File: src/rtl/chg_pkg.sv
package chg_pkg;
   typedef enum logic [2:0] {
      PH_IDLE = 3'b000,
      PH_TRK  = 3'b001,
      PH_PRE  = 3'b010,
      PH_CC   = 3'b011,
      PH_CV   = 3'b100,
      PH_TOP  = 3'b110,
      PH_DONE = 3'b111
   } phase_e;

   typedef enum logic [1:0] {
      ISEL_OFF  = 2'b00,
      ISEL_TRK  = 2'b01,
      ISEL_PRE  = 2'b10,
      ISEL_FULL = 2'b11
   } isel_e;

   // bit positions inside the filtered comparator vector
   localparam int CMP_DPM   = 0;
   localparam int CMP_SHORT = 1;
   localparam int CMP_LOWV  = 2;
   localparam int CMP_REG   = 3;
   localparam int CMP_RECHG = 4;
   localparam int CMP_TERM  = 5;
   localparam int N_CMP     = 6;

   // bit positions inside the qualification vector
   localparam int Q_WIN  = 0;
   localparam int Q_HIZ  = 1;
   localparam int Q_LDO  = 2;
   localparam int Q_TS   = 3;
   localparam int Q_CEN  = 4;
   localparam int N_QUAL = 5;
endpackage

File: src/rtl/chg_flag_cond.sv
module chg_flag_cond #(
   parameter int N      = 4,
   parameter int FILT_W = 4,
   parameter bit FILTER = 1'b1
) (
   input  logic              clk,
   input  logic              rst_n,
   input  logic              tick,
   input  logic [FILT_W-1:0] filt_ticks,
   input  logic [N-1:0]      raw,
   output logic [N-1:0]      clean
);
   logic [N-1:0] meta, sync;

   always_ff @(posedge clk or negedge rst_n) begin
      if (!rst_n) begin
         meta <= '0;
         sync <= '0;
      end else begin
         meta <= raw;
         sync <= meta;
      end
   end

   generate
      if (FILTER) begin : g_filt
         for (genvar i = 0; i < N; i++) begin : g_bit
            logic [FILT_W-1:0] cnt;
            logic              acc;
            always_ff @(posedge clk or negedge rst_n) begin
               if (!rst_n) begin
                  cnt <= '0;
                  acc <= 1'b0;
               end else if (sync[i] == acc) begin
                  cnt <= '0;
               end else if (filt_ticks == '0) begin
                  acc <= sync[i];
               end else if (tick) begin
                  if (cnt == filt_ticks - 1'b1) begin
                     acc <= sync[i];
                     cnt <= '0;
                  end else begin
                     cnt <= cnt + 1'b1;
                  end
               end
            end
            assign clean[i] = acc;
         end
      end else begin : g_pass
         logic unused_ok;
         assign unused_ok = tick ^ (^filt_ticks);
         assign clean = sync;
      end
   endgenerate
endmodule

File: src/rtl/chg_tick_timer.sv
module chg_tick_timer #(
   parameter int W = 16
) (
   input  logic         clk,
   input  logic         rst_n,
   input  logic         clr,
   input  logic         run,
   input  logic         tick,
   input  logic [W-1:0] limit,
   output logic         reached
);
   logic [W-1:0] cnt;

   always_ff @(posedge clk or negedge rst_n) begin
      if (!rst_n)                      cnt <= '0;
      else if (clr)                    cnt <= '0;
      else if (run && tick && ~&cnt)   cnt <= cnt + 1'b1;
   end

   assign reached = (cnt >= limit);
endmodule

File: src/rtl/chg_phase_fsm.sv
module chg_phase_fsm
   import chg_pkg::*;
(
   input  logic             clk,
   input  logic             rst_n,
   input  logic             start_ok,
   input  logic             en_removed,
   input  logic             pre_en,
   input  logic             topoff_en,
   input  logic             cv_tmr_en,
   input  logic             safe_tmr_en,
   input  logic [N_CMP-1:0] cmp,
   input  logic             ph_reached,
   input  logic             safe_reached,
   output logic             safe_fault,
   output logic             ph_clr,
   output logic             top_sel,
   output logic             charging,
   output phase_e           state,
   output logic             irq
);
   phase_e nxt, entry;
   logic   term_ok;

   always_comb begin
      if (cmp[CMP_REG])                        entry = PH_CV;
      else if (!pre_en)                        entry = PH_CC;
      else if (cmp[CMP_SHORT])                 entry = PH_TRK;
      else if (cmp[CMP_LOWV])                  entry = PH_PRE;
      else                                     entry = PH_CC;
   end

   assign term_ok = cmp[CMP_TERM] && !cmp[CMP_RECHG] && !cmp[CMP_DPM];

   always_comb begin
      nxt = state;
      if (!start_ok) begin
         nxt = PH_IDLE;
      end else begin
         case (state)
            PH_IDLE: nxt = entry;
            PH_TRK, PH_PRE, PH_CC:
               if (entry > state) nxt = entry;
            PH_CV:
               if (cv_tmr_en && ph_reached) nxt = PH_DONE;
               else if (term_ok)            nxt = topoff_en ? PH_TOP : PH_DONE;
            PH_TOP:
               if (ph_reached)              nxt = PH_DONE;
            PH_DONE:
               if (cmp[CMP_RECHG])          nxt = entry;
            default:                        nxt = PH_IDLE;
         endcase
      end
   end

   always_ff @(posedge clk or negedge rst_n) begin
      if (!rst_n) begin
         state      <= PH_IDLE;
         irq        <= 1'b0;
         safe_fault <= 1'b0;
      end else begin
         state <= nxt;
         irq   <= (nxt != state);
         if (en_removed)                        safe_fault <= 1'b0;
         else if (safe_tmr_en && safe_reached)  safe_fault <= 1'b1;
      end
   end

   assign charging = (state == PH_TRK) || (state == PH_PRE) || (state == PH_CC) ||
                     (state == PH_CV)  || (state == PH_TOP);
   assign ph_clr   = (nxt != state) || (state == PH_IDLE);
   assign top_sel  = (state == PH_TOP);
endmodule

File: src/rtl/chg_cycle_seq.sv
module chg_cycle_seq
   import chg_pkg::*;
#(
   parameter int PH_W   = 16,
   parameter int SAFE_W = 16,
   parameter int FILT_W = 4
) (
   input  logic              clk,
   input  logic              rst_n,
   input  logic              tick_1s,
   input  logic              in_win_ok,
   input  logic              hiz_pin_req,
   input  logic              ldo_ok,
   input  logic              ts_fault,
   input  logic              ce_n,
   input  logic              dpm_act,
   input  logic              fb_below_short,
   input  logic              fb_below_lowv,
   input  logic              fb_at_reg,
   input  logic              vbat_below_rechg,
   input  logic              ibat_below_term,
   input  logic              hiz_bit,
   input  logic              chg_en_bit,
   input  logic              pre_en_bit,
   input  logic              topoff_en,
   input  logic [PH_W-1:0]   topoff_ticks,
   input  logic              cv_tmr_en,
   input  logic [PH_W-1:0]   cv_ticks,
   input  logic              safe_tmr_en,
   input  logic [SAFE_W-1:0] safe_ticks,
   input  logic [FILT_W-1:0] filt_ticks,
   output logic [2:0]        phase,
   output logic [1:0]        isel,
   output logic              chg_on,
   output logic              irq
);
   generate
      if (PH_W < 2 || PH_W > 32)     begin : g_bad_ph   $error("PH_W out of range");   end
      if (SAFE_W < 2 || SAFE_W > 32) begin : g_bad_safe $error("SAFE_W out of range"); end
      if (FILT_W < 1 || FILT_W > 16) begin : g_bad_filt $error("FILT_W out of range"); end
   endgenerate

   logic [N_QUAL-1:0] q_raw, q;
   logic [N_CMP-1:0]  c_raw, c;
   logic              start_ok, en_removed, safe_fault, ph_clr, top_sel, charging;
   logic              ph_reached, safe_reached;
   logic [PH_W-1:0]   ph_limit;
   phase_e            state;

   assign q_raw = {ce_n, ts_fault, ldo_ok, hiz_pin_req, in_win_ok};
   assign c_raw = {ibat_below_term, vbat_below_rechg, fb_at_reg,
                   fb_below_lowv, fb_below_short, dpm_act};

   chg_flag_cond #(.N(N_QUAL), .FILT_W(FILT_W), .FILTER(1'b0)) u_qual (
      .clk(clk), .rst_n(rst_n), .tick(tick_1s), .filt_ticks(filt_ticks),
      .raw(q_raw), .clean(q));

   chg_flag_cond #(.N(N_CMP), .FILT_W(FILT_W), .FILTER(1'b1)) u_cmp (
      .clk(clk), .rst_n(rst_n), .tick(tick_1s), .filt_ticks(filt_ticks),
      .raw(c_raw), .clean(c));

   assign en_removed = !chg_en_bit || q[Q_CEN];
   assign start_ok   = q[Q_WIN] && !q[Q_HIZ] && !hiz_bit && q[Q_LDO] &&
                       !q[Q_TS] && !en_removed && !safe_fault;
   assign ph_limit   = top_sel ? topoff_ticks : cv_ticks;

   chg_tick_timer #(.W(PH_W)) u_ph_tmr (
      .clk(clk), .rst_n(rst_n), .clr(ph_clr), .run(1'b1), .tick(tick_1s),
      .limit(ph_limit), .reached(ph_reached));

   chg_tick_timer #(.W(SAFE_W)) u_safe_tmr (
      .clk(clk), .rst_n(rst_n), .clr(state == PH_IDLE), .run(charging),
      .tick(tick_1s), .limit(safe_ticks), .reached(safe_reached));

   chg_phase_fsm u_fsm (
      .clk(clk), .rst_n(rst_n), .start_ok(start_ok), .en_removed(en_removed),
      .pre_en(pre_en_bit), .topoff_en(topoff_en), .cv_tmr_en(cv_tmr_en),
      .safe_tmr_en(safe_tmr_en), .cmp(c), .ph_reached(ph_reached),
      .safe_reached(safe_reached), .safe_fault(safe_fault), .ph_clr(ph_clr),
      .top_sel(top_sel), .charging(charging), .state(state), .irq(irq));

   always_comb begin
      case (state)
         PH_TRK:                isel = ISEL_TRK;
         PH_PRE:                isel = ISEL_PRE;
         PH_CC, PH_CV, PH_TOP:  isel = ISEL_FULL;
         default:               isel = ISEL_OFF;
      endcase
   end

   assign phase  = state;
   assign chg_on = charging;
endmodule

File: config.mk
export PLATFORM = sky130hd
export DESIGN_NAME = chg_cycle_seq
export DESIGN_NICKNAME = d
export VERILOG_FILES = /design/src/rtl/chg_pkg.sv /design/src/rtl/chg_flag_cond.sv /design/src/rtl/chg_tick_timer.sv /design/src/rtl/chg_phase_fsm.sv /design/src/rtl/chg_cycle_seq.sv
export SDC_FILE = /design/constraint.sdc
export NUM_CORES = 1
export LEC_CHECK = 0
export BUFFER_PORTS_ARGS = -buffer_cell sky130_fd_sc_hd__buf_2
export CORE_MARGIN = 2
export CORE_UTILIZATION = 60
export CTS_BUF_LIST = sky130_fd_sc_hd__clkbuf_8
export DETAILED_ROUTE_END_ITERATION = 7
export PLACE_DENSITY = 0.8
export SETUP_SLACK_MARGIN = 0.1
export SLEW_MARGIN = 20
export SYNTH_ARGS = -nofsm -noshare
export SYNTH_HDL_FRONTEND = slang
export SYNTH_SLANG_ARGS = --single-unit
File: constraint.sdc
create_clock -name clk -period 3.9 [get_ports clk]
set_input_delay 0.195 -clock clk [delete_from_list [all_inputs] [get_ports clk]]
set_output_delay 0.195 -clock clk [all_outputs]
set_load 0.1 [all_outputs]
# Word level (Yosys, flattened, before mapping)
# Cells that the tools add are included.
[totals]
regBits = 89
latch_bits = 0
ramBits = 0
rom_bits = 0
input_bits = 72
output_inout_bits = 7
wordCells = 189
mem_count = 0
[classes]
add_sub_neg = 9
multipliers = 0
div_mod_pow = 0
order_cmp = 3
eq_ne = 25
shift = 0
n_mux = 62
bitwise = 6
reduce_logical = 63
[ops]
columns = ["cell", "n"]
rows = [
  ["$mux W4", 24],
  ["$mux W16", 5],
  ["$add A16 B1 Y16 const B", 2],
  ["$ge A16 B16 Y1", 2],
  ["$reduce_and A16 Y1", 2],
  ["$reduce_bool A2 Y1", 16],
  ["$mux W3", 9],
  ["$add A4 B1 Y4 const B", 6],
  ["$eq A4 B4 Y1", 6],
  ["$mux W1", 22],
  ["$reduce_and A3 Y1", 6],
  ["$pmux W3 S5", 1],
  ["$logic_and A1 B1 Y1", 13],
  ["$reduce_and A2 Y1", 6],
  ["$logic_not A1 Y1", 10],
  ["$eq A3 B3 Y1 const B", 3],
  ["$ne A2 B2 Y1 const B", 4],
  ["$eq A1 B1 Y1", 6],
  ["$eq A3 B2 Y1 const B", 2],
  ["$logic_or A1 B1 Y1", 6],
  ["$not A1 Y1", 6],
  ["$pmux W2 S3", 1],
  ["$reduce_or A3 Y1", 2],
  ["$logic_not A4 Y1", 1],
  ["other kinds (6)", 7],
]

# Longest topological paths before layout
# Gate-level depths: netlist of run 1.
[depth]
depth_word = 11
depth_mapped = 15
depth_no_buf = 12

# Hierarchy
# A second synthesis of run 1 with hierarchy kept.
[hier_totals]
hier_cells = 630
area_unflattened_um2 = 6133.4
[by_module_without_submodules]
columns = ["module", "instances", "cells_per_inst", "area_per_inst_um2", "seq_area_each_um2"]
rows = [
  ["chg_flag_cond at u_cmp", 1, 227, 2442.3, 1051.0],
  ["chg_tick_timer at u_ph_tmr", 1, 146, 1303.8, 400.4],
  ["chg_tick_timer at u_safe_tmr", 1, 146, 1261.2, 400.4],
  ["chg_phase_fsm", 1, 75, 576.8, 125.1],
  ["chg_cycle_seq", 1, 26, 299.0, 0.0],
  ["chg_flag_cond at u_qual", 1, 10, 250.2, 250.2],
]

# Worst setup path after synthesis of run 1
# No wires, ideal clock.
[synth_timing]
path_kind = "flip-flop to flip-flop"
start = "reg u_fsm.state[0]"
end = "reg u_ph_tmr.cnt[1]"
setup_ns = 0.073
arrival_time_ns = 3.938
required_time_ns = 3.827
slack_ns = -0.112
path_stages_with_launch = 15
n_path_buf = 3
synth_period_minus_slack_ns = 4.012
path_cell_list = "dfrtp_1 buf_6 nor2_1 nand2_1 clkbuf_1 mux2i_1 ha_1 a21oi_1 a21boi_0 a311oi_2 a21oi_2 o31ai_2 nand4b_4 buf_6 a21oi_2"
[synth_via]
elab_chain_cells = 10
elab_cells_between_ends = 23
cone_classes = "2 x order compare; 7 x eq/ne; 9 x mux; 5 x reduce/logical"
[synth_lines]
columns = ["element", "line_no", "rtl"]
rows = [
  ["from (decl)", "chg_phase_fsm.sv:19", "output phase_e state,"],
  ["from (signal assigned)", "chg_phase_fsm.sv:62", "state <= nxt;"],
  ["$eq A3 B3 Y1", "chg_phase_fsm.sv:40, chg_phase_fsm.sv:72", ""],
  ["$mux W16", "chg_cycle_seq.sv:65", "assign ph_limit = top_sel ? topoff_ticks : cv_ticks;"],
  ["$ge A16 B16 Y1", "chg_tick_timer.sv:20", "assign reached = (cnt >= limit);"],
  ["$logic_and A1 B1 Y1", "chg_phase_fsm.sv:45", "if (cv_tmr_en && ph_reached) nxt = PH_DONE;"],
  ["$mux W3", "chg_phase_fsm.sv:45", ""],
  ["$pmux W3 S5", "chg_phase_fsm.sv:40", "case (state)"],
  ["$mux W3", "chg_phase_fsm.sv:37", "if (!start_ok) begin"],
  ["$ne A3 B3 Y1", "chg_phase_fsm.sv:71", "assign ph_clr = (nxt != state) || (state == PH_IDLE);"],
  ["$logic_or A1 B1 Y1 (*)", "chg_phase_fsm.sv:71", ""],
  ["$mux W16 or $reduce_bool A2 Y1 (tied branches)", "--", ""],
  ["to (signal assigned)", "chg_tick_timer.sv:17", "else if (run && tick && ~&cnt) cnt <= cnt + 1'b1;"],
  ["to (decl)", "chg_tick_timer.sv:12", "logic [W-1:0] cnt;"],
]
# Every way passes the cells marked *; elsewhere a longest branch is shown, timed or not.
# A chain may end at the register's enable or synchronous reset.

# Worst setup path after layout of run 1
[layout_timing]
start = "reg u_fsm.state[2]"
end = "reg u_ph_tmr.cnt[10]"
# The elaborated chain is that of the path after synthesis.

==> out/results.tsv, run 1 <==
metric	value	unit
status	completed	
area share of fa/ha/maj cells after synthesis	9.79	%
CTS resizes	0	
number of global-route vias before repair	4510	
crit path capture type	flip-flop	
first-pass GRT wire length	20.5	mm
Pins Over Slew Limit	0	
flop2flop setup slack	440	ps
Placed Cells	777	
largest family of logic cells by synthesized area	simple AND/OR/NAND/NOR gates	
largest net degree at the start of global routing	69	
die area	10400	µm²
Slew @ Worst Pin	836	ps
minimum clock period	3460	ps
CP arrival	3750	ps
count of input and output buffers	78	
commonest non-fill, non-tap cell in the layout	dfrtp_1	
final setup fails	0	
Warnings, synthesis	0	
cell count after synthesis	581	
GR Overflow Total	0	
Lkg Pwr	3.08	nW
# Max-Cap Violations	0	
setup TNS	0	ps
HP Class	in2reg	
hold slack	173	ps
First-pass DRT Iterations	5	
max_slew headroom	44.3	%
Final Hold Vio Count	0	
simple-gate share of the synthesized area	19.1	%
final cell count without fillers	805	
die height	102	µm
Clock Sinks	89	
Syn Std Cell Area	5750	µm²
global-route usage over all layers	25.3	%
area growth from synthesis to layout	14.5	%
vias per cell	5.66	
Synthesized Nets	698	
share of cells above drive strength 1	22.0	%
mean cell area of the mapped netlist	9.90	µm²
Final HPWL DP	9.26	mm
ANT nets after route	0	
CP required	4190	ps
num ports	79	
XOR/XNOR share of the synthesized area	9.24	%
final setup skew	10.5	ps
Startpoint Class	flip-flop	
root buf cell	clkbuf_8	
Hold EP	u_fsm.safe_fault$_DFFE_PN0P_	
ys async rst share	100	%
FF-to-FF Start	u_fsm.state[2]$_DFF_PN0_	
PnR worst setup slack	439	ps
Worst Reg2Reg Path Length in Cells	12	
fraction of synthesized area in multiplexers	4.68	%
Placer Congestion	0.848	
Post-synth EDFFs	0	
final worst path period share	88.8	%
Starting Density	62.0	%
Nets	788	
Clock Latency Late Sink	370	ps
# rows	35	
Peak Freq	289	MHz
ant diodes	0	
clock buffer count from CTS	9	
Worst VDD drop	284	µV
hold_sp	safe_tmr_en	
WL/cell	15.6	µm
clock transition at the registers of the reported paths	90	ps
H-tree Lvls	3	
initial antenna violation count	0	
CTS tree	yes	
Post-route DRC	0	
Core Footprint	9280	µm²
synthesis-stage register bit count	89	
RR Endpoint	u_ph_tmr.cnt[10]$_DFFE_PN0P_	
most frequent cells in the layout	dfrtp_1, buf_2, a21oi_1	
Die X	102	µm
sequential-to-total area share from yosys stat	38.7	%
Setup Buffers After CTS	0	
RSZ-0062 raised after global routing	false	
most frequently used flop master after synthesis	dfrtp_1	
via count	4560	
fraction of the mapped netlist area in compound gates	14.5	%
number of distinct library cells after synthesis	68	
CP Class	reg2reg	
starting DRC count in detailed routing	279	
hold path depth	3	
PD cells	369	nW/µm²
DP Worst Slack	459	ps
Max clock buf depth	2	
WL final	12.6	mm
maximum fanout along the worst path	16	
[layer usage]
metal	GRT usage, %	vias to the layer above	part of all wire (%)
met5	0	-	0
met4	8.10	0	1.7
met3	6.50	18	3.7
met2	45.1	76	52
met1	29.9	2211	42
li1	-	2255	-
[flip-flops by register name, indices dropped and copies added (netlist names)]
signal	cells
u_cmp.g_filt.g_bit.acc	6
u_cmp.g_filt.g_bit.cnt	24
u_cmp.meta	6
u_cmp.sync	6
u_fsm.irq	1
u_fsm.safe_fault	1
u_fsm.state	3
u_ph_tmr.cnt	16
u_qual.clean	5
u_qual.meta	5
u_safe_tmr.cnt	16
[cells by family after synthesis]
group	Yosys count
compound gates	125
xor+xnor	59
flops	89
simple gates	190
mux	26
fa+ha+maj	45
buf+inv	47
[how the worst max path moves through the flow]
| stage | startpoint | endpoint | slack [ps] |
|---|---|---|---|
| after detailed placement | u_fsm.state[2]$_DFF_PN0_ | u_ph_tmr.cnt[7]$_DFFE_PN0P_ | 460 |
| after global routing | u_fsm.state[2]$_DFF_PN0_ | u_ph_tmr.cnt[8]$_DFFE_PN0P_ | 210 |
| after CTS | u_fsm.state[2]$_DFF_PN0_ | u_ph_tmr.cnt[10]$_DFFE_PN0P_ | 430 |
| final | u_fsm.state[2]$_DFF_PN0_ | u_ph_tmr.cnt[10]$_DFFE_PN0P_ | 440 |
| after global placement | u_fsm.state[2]$_DFF_PN0_ | u_ph_tmr.cnt[8]$_DFFE_PN0P_ | 580 |
| after floorplan | u_fsm.state[2]$_DFF_PN0_ | u_ph_tmr.cnt[1]$_DFFE_PN0P_ | 140 |
[what timing repair did]
action,CTS,global route
hold buffers,12,0
endpoints found under the hold margin,78,0
setup endpoints to repair,0,0
[cells in the mapped netlist, types with 5 or more instances]
cell	number	area (µm²)
a21oi_2	11	96.3
nand2_1	20	75.1
a21oi_1	59	295
mux2i_1	19	190
inv_1	30	113
xor2_1	17	149
nor3_1	16	80.1
nand3_1	33	165
nor2_1	57	214
dfrtp_1	89	2230
ha_1	45	563
nand4_1	10	62.6
o21ai_0	19	95.1
and3_1	6	37.5
nor2b_1	5	31.3
clkbuf_1	5	18.8
xnor2_1	40	350
or4b_1	5	50.1
nor3b_1	8	60.1
buf_2	5	25.0
a21o_1	5	37.5
nor4_2	7	87.6
mux2_2	7	78.8
[metrics by stage]
stage	cell area, µm²	utilization, %	total power (W)
2_1_floorplan	5760	-	0.00158
3_3_place_gp	6260	67.4	0.00171
3_5_place_dp	6260	67.4	0.00175
4_1_cts	6590	71.0	0.00244
5_1_grt	6590	71.0	0.00258
6_report	6590	71.0	0.00243
[critical path, stage by stage, from the launching register on]
cell and delay, ps:
dfrtp_2 400, inv_1 230, nor2_1 110, nand2_1 110, mux2_2 340, ha_1 270
nand2b_4 140, a2111o_1 420, a311oi_2 370, a21oi_2 120, o31ai_2 300, nand4b_4 340
a21oi_1 230
[cell type report]
type	instances	area (µm²)
clock buffer	9	124
timing repair buffer	96	571
clock inverter	7	87.6
sequential	89	2230
fill	710	2700
tap	129	161
multi-input combinational	445	3300
inverter	30	113
[report_power, final]
group / switching, W / internal (W)
registers: 0.000122 / 0.00101
clock network: 0.000326 / 0.000355
logic: 0.000321 / 0.000291
Note: power is estimated with default switching activity, not from simulation.
==> inputs of run 2 (changes only) <==
--- a/config.mk
+++ b/config.mk
@@ -11,7 +11,7 @@
 export CTS_BUF_LIST = sky130_fd_sc_hd__clkbuf_8
 export DETAILED_ROUTE_END_ITERATION = 7
 export PLACE_DENSITY = 0.8
-export SETUP_SLACK_MARGIN = 0.1
+export RECOVER_POWER = 50
 export SLEW_MARGIN = 20
 export SYNTH_ARGS = -nofsm -noshare
 export SYNTH_HDL_FRONTEND = slang
==> run 2 against run 1 <==
The flow now finishes with violations (capacitance limit, slew limit). Sequential cell count unchanged. Combinational power hardly changed. Sequential power is essentially flat. Setup slack better by 4.4 ps. Clock skew is essentially flat. Non-clock buffer count stayed put. Cell count unchanged. Core utilization down 0.094 points. Fmax up 0.13%. Sequential share of layout area barely moved. Die area is the same. Critical path type unchanged. Largest power group unchanged. Highest routed layer unchanged.
==> out/results.tsv, run 2 (synthesized netlist as in run 1, its figures left out) <==
metric	value	unit
status	finished with violations	
failing checks	capacitance limit, slew limit	
Seq pwr share	46.8	%
CP required	4180	ps
PD cells	369	nW/µm²
setup TNS	0	ps
Clock Latency Late Sink	360	ps
maximum fanout along the worst path	16	
Pins Over Slew Limit	69	
# Max-Cap Violations	1	
RSZ-0062 raised after global routing	false	
hold slack	175	ps
initial antenna violation count	0	
Final HPWL DP	9.26	mm
FF-to-FF Start	u_fsm.state[2]$_DFF_PN0_	
root buf cell	clkbuf_8	
Max clock buf depth	2	
ant diodes	0	
biggest regs	u_cmp.g_filt.g_bit.cnt: 24 flops, u_ph_tmr.cnt: 16 flops, u_safe_tmr.cnt: 16 flops	
flop2flop setup slack	440	ps
CTS tree	yes	
Layout fillers	708	
NetSw	0.000768	W
first-pass GRT wire length	20.5	mm
final setup fails	0	
H-tree Lvls	3	
max reg flops	24	
Core Footprint	9280	µm²
CP arrival	3740	ps
Crit. Startpoint	u_fsm.state[2]$_DFF_PN0_	
Reg area	2230	µm²
global-route usage over all layers	25.3	%
clock buffer count from CTS	9	
vias per cell	5.67	
CP Class	reg2reg	
CTS resizes	0	
Hold EP	u_fsm.safe_fault$_DFFE_PN0P_	
Starting Density	62.0	%
# rows	35	
Placer Congestion	0.848	
area occupied by multi-input gates	3300	µm²
Die X	102	µm
die height	102	µm
starting DRC count in detailed routing	227	
Post-route DRC	0	
share of cells above drive strength 1	21.6	%
Worst VDD drop	283	µV
most frequent cells in the layout	dfrtp_1, buf_2, a21oi_1	
RR Endpoint	u_ph_tmr.cnt[10]$_DFFE_PN0P_	
Startpoint Class	flip-flop	
Final Instance Area	6580	µm²
final worst path period share	88.6	%
placed instance area	6260	µm²
via count	4567	
Clock power frac	28.0	%
Clock Sinks	89	
number of global-route vias before repair	4510	
Worst Reg2Reg Path Length in Cells	12	
hold_sp	safe_tmr_en	
commonest non-fill, non-tap cell in the layout	dfrtp_1	
WL/cell	15.6	µm
die area	10400	µm²
clock transition at the registers of the reported paths	90	ps
ANT nets after route	0	
HP Class	in2reg	
Power Internal	0.00166	W
area growth from synthesis to layout	14.4	%
sw frac	31.7	%
Comb power frac	25.2	%
WL final	12.6	mm
final setup skew	10.9	ps
minimum clock period	3460	ps
num ports	79	
Slew @ Worst Pin	1630	ps
Most flops, register	u_cmp.g_filt.g_bit.cnt	
Peak Freq	289	MHz
count of input and output buffers	78	
Pwr Total	0.00243	W
max_slew headroom	-8.81	%
crit path capture type	flip-flop	
Lkg Pwr	3.07	nW
Final Hold Vio Count	0	
Nets	788	
First-pass DRT Iterations	4	
GR Overflow Total	0	
hold path depth	3	
largest net degree at the start of global routing	69	
run 2: changes by cell type in the layout (fill, tap and decap cells not counted), sizes merged:
cell | previous run | this run
buf | 84 | 80
clkbuf | 9 | 13
run 2: power by group through the flow:
stage	clock [W]	sequential, W	combinational, W
after detailed placement	0	0.00115	0.000600
after global routing	0.000736	0.00115	0.000688
after floorplan	0	0.00113	0.000452
after CTS	0.000695	0.00114	0.000612
final	0.000680	0.00114	0.000612
after global placement	0	0.00114	0.000569
run 2: worst max-delay path, stage by stage, from the launching register on:
cell and delay, ps:
dfrtp_2 400, inv_1 230, nor2_1 100, nand2_1 110, mux2_2 340, ha_1 270
nand2b_4 140, a2111o_1 420, a311oi_2 370, a21oi_2 120, o31ai_2 300, nand4b_4 340
a21oi_1 230
run 2: cell type report:
cell class                 count  area share (%)
inverter                      30            1.71
sequential                    89            33.9
multi-input combinational    445            50.2
clock inverter                 7            1.33
clock buffer                   9            1.88
timing repair buffer          96            8.54
tap                          129            2.45
run 2: through the flow:
step	utilization (%)	setup WS, ps	std cells
CTS	71.0	432	805
detailed placement	67.4	459	777
floorplan	-	140	581
global placement	67.4	583	777
global route	70.9	213	805
finish	70.9	443	805
run 2: worst max path at each step:
stage,end,slack [ps],cells past startpoint
after floorplan,u_ph_tmr.cnt[1]$_DFFE_PN0P_,140,15
after global placement,u_ph_tmr.cnt[8]$_DFFE_PN0P_,580,12
after detailed placement,u_ph_tmr.cnt[7]$_DFFE_PN0P_,460,12
after CTS,u_ph_tmr.cnt[10]$_DFFE_PN0P_,430,12
after global routing,u_ph_tmr.cnt[8]$_DFFE_PN0P_,210,13
final,u_ph_tmr.cnt[10]$_DFFE_PN0P_,440,12
run 2: what timing repair did:
action                    4_1_cts  5_1_grt
hold endpoints to repair       78        0
buffers inserted                0        0
hold buffers                   12        0
run 2: layer usage:
| metal | GRT usage, % | share of wire [%] | up-vias |
|---|---|---|---|
| li1 | - | - | 2256 |
| met1 | 29.9 | 42 | 2205 |
| met2 | 45.1 | 52 | 90 |
| met3 | 6.50 | 3.8 | 16 |
| met4 | 8.10 | 1.6 | 0 |
| met5 | 0 | 0 | - |
